--- src/rtl/fifo_rd_output_pkg.sv ---
package fifo_rd_output_pkg;

  // Strobes passed from control to datapath each cycle
  typedef struct packed {
    logic load;   // capture the storage word into the output register
    logic drop;   // register word consumed with nothing to replace it
  } outStrobe_t;

endpackage

--- src/rtl/fifo_rd_output_ctrl.sv ---
module fifo_rd_output_ctrl
  import fifo_rd_output_pkg::*;
(
  input  logic       clk,
  input  logic       rstN,
  input  logic       csN,
  input  logic       renN,
  input  logic       empty,
  output outStrobe_t strobe,
  output logic       popStrobe,
  output logic       csEnable
);

  logic qValid;
  logic readQual;
  logic fill;

  // A read counts only with the port selected, enabled and a word held
  assign readQual = ~csN & ~renN & qValid;
  // Fall-through ignores chip select: refill whenever the register is free
  assign fill     = rstN & ~empty & (~qValid | readQual);

  assign strobe.load = fill;
  assign strobe.drop = readQual & empty;
  assign popStrobe   = fill;

  always_ff @(posedge clk or negedge rstN) begin
    if (!rstN) begin
      qValid <= 1'b0;
    end else if (fill) begin
      qValid <= 1'b1;
    end else if (strobe.drop) begin
      qValid <= 1'b0;
    end
  end

  // Chip-select state: held enabled through reset so that output enable
  // alone rules the bus until the first edge after release
  always_ff @(posedge clk or negedge rstN) begin
    if (!rstN) begin
      csEnable <= 1'b1;
    end else begin
      csEnable <= ~csN;
    end
  end

endmodule

--- src/rtl/fifo_rd_output_dp.sv ---
module fifo_rd_output_dp
  import fifo_rd_output_pkg::*;
#(
  parameter int DATA_W = 16
) (
  input  logic              clk,
  input  logic              rstN,
  input  outStrobe_t        strobe,
  input  logic [DATA_W-1:0] storeData,
  output logic [DATA_W-1:0] qData
);

  always_ff @(posedge clk or negedge rstN) begin
    if (!rstN) begin
      qData <= '0;
    end else if (strobe.load) begin
      qData <= storeData;
    end
  end

endmodule

--- src/rtl/fifo_rd_output.sv ---
module fifo_rd_output
  import fifo_rd_output_pkg::*;
#(
  parameter int DATA_W = 16
) (
  input  logic              clk,
  input  logic              rstN,
  input  logic              csN,
  input  logic              renN,
  input  logic              oeN,
  input  logic              empty,
  input  logic [DATA_W-1:0] storeData,
  output logic [DATA_W-1:0] qData,
  output logic              busDrive,
  output logic              popStrobe
);

  outStrobe_t strobe;
  logic       csEnable;

  fifo_rd_output_ctrl u_ctrl (
    .clk       (clk),
    .rstN      (rstN),
    .csN       (csN),
    .renN      (renN),
    .empty     (empty),
    .strobe    (strobe),
    .popStrobe (popStrobe),
    .csEnable  (csEnable)
  );

  fifo_rd_output_dp #(.DATA_W(DATA_W)) u_dp (
    .clk       (clk),
    .rstN      (rstN),
    .strobe    (strobe),
    .storeData (storeData),
    .qData     (qData)
  );

  // Output enable acts without a clock on top of the registered select
  assign busDrive = csEnable & ~oeN;

endmodule

--- config.mk ---
export PLATFORM = sky130hd
export DESIGN_NAME = fifo_rd_output
export DESIGN_NICKNAME = d
export VERILOG_FILES = /design/src/rtl/fifo_rd_output_pkg.sv /design/src/rtl/fifo_rd_output_ctrl.sv /design/src/rtl/fifo_rd_output_dp.sv /design/src/rtl/fifo_rd_output.sv
export SDC_FILE = /design/constraint.sdc
export NUM_CORES = 1
export LEC_CHECK = 0
export CORE_ASPECT_RATIO = 1.1
export CORE_MARGIN = 2
export CORE_UTILIZATION = 45
export DETAILED_ROUTE_END_ITERATION = 8
export DONT_BUFFER_PORTS = 1
export SYNTH_ARGS = -nofsm -noshare
export SYNTH_HDL_FRONTEND = slang
export SYNTH_SLANG_ARGS = --single-unit
--- constraint.sdc ---
create_clock -name clk -period 1.75 [get_ports clk]
set_input_delay 0.175 -clock clk [delete_from_list [all_inputs] [get_ports clk]]
set_output_delay 0.175 -clock clk [all_outputs]
set_load 0.01 [all_outputs]
==> impl_metrics.yaml <==
outcome:
  outcome: "complete, no violations"
flow_run:
  max_cap_violations: 0
setup_path:
  setup.worst_path.class: "reg -> out"
  ff2ff_path_depth: 3
  crit_chain: "o21ai_2, nand2_4, inv_1"
  endpoint_kind: "output pin"
  path_buf_inv: 1
  critPathSlowestCell: "dfrtp_1"
  critPathArrivalTime_ns: 1.12
  cp_slowest_stage_delay_ns: 0.40
  start_kind: "register"
  worstSetupPathDepth: 3
  cp_max_fo: 17
  critPathRequiredTime_ns: 1.57
  critical-path-top-delay-family: "flip-flops"
cts:
  h-tree-depth: 1
  cts-root-buf: "clkbuf_4"
  cts_buffers: 3
  cts-resized-gates: 0
  cts_setup_buffers: 0
  clk_path_buf_depth: 2
  cts_tree: "done"
  cts.clk_slew.worst_paths_ns: 0.10
  clock_latency_ns: 0.28
  cts_sinks: 18
global_routing:
  top_usage_layer: "met2"
  use_met1_pct: 14.9
  met3_usage_pct: 7.45
  grt-ovfl-total: 0
  grt_first_pass_wirelength_mm: 1.73
  grt_pass1_vias: 402
  antenna_found_initial: 0
  gr-usage-met2_pct: 18.5
  grt_usage_pct: 13.3
  grt_start_max_net_pins: 19
floorplan:
  die_y_microns: 46.4
  die-area_sq_um: 1980
  io-pin-count: 40
  die_w_microns: 42.6
  rows: 15
  core_sq_um: 1560
  initial_core_util_pct: 47.3
drt:
  routed_via_density: 5.51
  dr_total_vias: 375
  avgRoutedWirePerCell_microns: 16.9
  drt_iter0_drc: 0
  route.detailed.drc: 0
  routed_wl_mm: 1.15
  ant_nets: 0
  dr.pass1.iters: 1
pwr:
  power.leakage_nw: 0.400
  combPwrFrac_pct: 15.2
  pwr-share-clk_pct: 24.5
  ir_drop_mv: 0.483
  total_power_mw: 1.01
  seqPwrFrac_pct: 60.3
  swShare_pct: 26.5
  p_per_area_nw_per_um2: 1220
  p_int_mw: 0.740
  switchingPower_mw: 0.266
timing:
  rsz0062_at_grt: "false"
  skew_ns: 0.00195
  slew_headroom_pct: 49.4
  hold_viol_final: 0
  setup_violations: 0
  worst_slew_pin_slew_ns: 0.757
  fin_crit_sh_pct: 74.1
  finalMaxSlewViolations: 0
  timing.setup.tns_ns: 0
  finalCriticalPeriod_ns: 1.30
  fmax_mhz: 771
logic_synthesis:
  synth_cells: 44
  synth_cell_types: 12
  ys_seq_area_share_pct: 61.3
  synth.avg_cell_area_sq_um: 16.7
  ys_seq_elements: 18
  synth_warnings: 0
  syn_area_sq_um: 737
  syn_nets: 66
placed_design:
  io_buffers: 0
  dpl.hpwl_microns: 818
  routabilityCongestion: 0.647
layout:
  layout.nets: 74
  area_growth_pct: 11.7
  mostFrequentLayoutCells: "dfrtp_1, mux2_4, mux2_2"
  layout_commonest_cell: "dfrtp_1"
  num_antenna_cells: 0
  drive_gt1_share_pct: 47.1
min_path:
  worstHoldPathCells: 1
  min_path_type: "in -> reg"
-- repair_timing --
item | 4_1_cts | 5_1_grt
setup endpoints to repair | 0 | 0
hold buffers | 3 | 1
endpoints found under the hold margin | 20 | 1
-- registers in the layout, indices dropped and copies added (netlist names) --
name / count
u_ctrl.csEnable: 1
u_ctrl.qValid: 1
u_dp.qData: 16
-- final timing paths --
| kind | end | slack (ns) | start |
|---|---|---|---|
| worst max-delay path | popStrobe | 0.45 | u_ctrl.qValid |
| worst min-delay path | u_dp.qData[11] | 0.03 | storeData[11] |
| worst max register to register | u_dp.qData[5] | 0.58 | u_ctrl.qValid |
| worst min register to register | u_ctrl.qValid | 0.57 | u_ctrl.qValid |
| max in group asynchronous | u_dp.qData[7] | 0.89 | rstN |
| min in group asynchronous | u_dp.qData[0] | 0.39 | rstN |
-- power groups by stage --
| stage | sequential, mW | clock [mW] | combinational [mW] |
|---|---|---|---|
| 2_1_floorplan | 0.599 | 0 | 0.132 |
| 3_3_place_gp | 0.614 | 0 | 0.135 |
| 3_5_place_dp | 0.616 | 0 | 0.141 |
| 4_1_cts | 0.609 | 0.257 | 0.155 |
| 5_1_grt | 0.618 | 0.276 | 0.168 |
| 6_report | 0.606 | 0.247 | 0.153 |
-- cell type report --
cell class / count / area (sq um)
fill: 130 / 734
sequential: 18 / 452
multi-input combinational: 23 / 267
timing repair buffer: 4 / 40.0
clock buffer: 4 / 36.3
tap: 17 / 21.3
inverter: 2 / 7.51
-- routing by layer --
| metal | wire [microns] | vias to the layer above | part of all wire, % |
|---|---|---|---|
| li1 | - | 165 | - |
| met3 | 137 | 0 | 12 |
| met5 | 0 | - | 0 |
| met1 | 499 | 179 | 43 |
| met2 | 516 | 31 | 45 |
| met4 | 0 | 0 | 0 |
-- stage by stage --
step | area, sq um | hold WS (ns) | setup WS, ns | std cells | util (%)
final | 823 | 0.0292 | 0.453 | 68 | 52.9
after global routing | 823 | 0.000851 | 0.363 | 68 | 52.9
after CTS | 813 | 0.0205 | 0.433 | 67 | 52.2
after detailed placement | 747 | -0.120 | 0.582 | 60 | 48.0
after global placement | 747 | -0.120 | 0.630 | 60 | 48.0
after floorplan | 737 | -0.121 | 0.642 | 44 | -
-- cell families after synthesis --
group                  synth area share, %
DFF                                   61.3
muxes                                 29.0
and+or+nand+nor                       5.26
buffers and inverters                 2.55
AOI/OAI and AO/OA                     1.87
-- cells in the mapped netlist --
cell	count	share of area, %
nor2b_1	1	0.85
inv_1	2	1.0
mux2_2	7	11
nand2_4	1	1.5
a21oi_1	1	0.68
dfrtp_1	17	58
nor2_1	2	1.0
o21ai_2	1	1.2
dfstp_2	1	3.6
buf_6	1	1.5
nor2b_4	1	1.9
mux2_4	9	18
(Power assumes the default switching activity.)
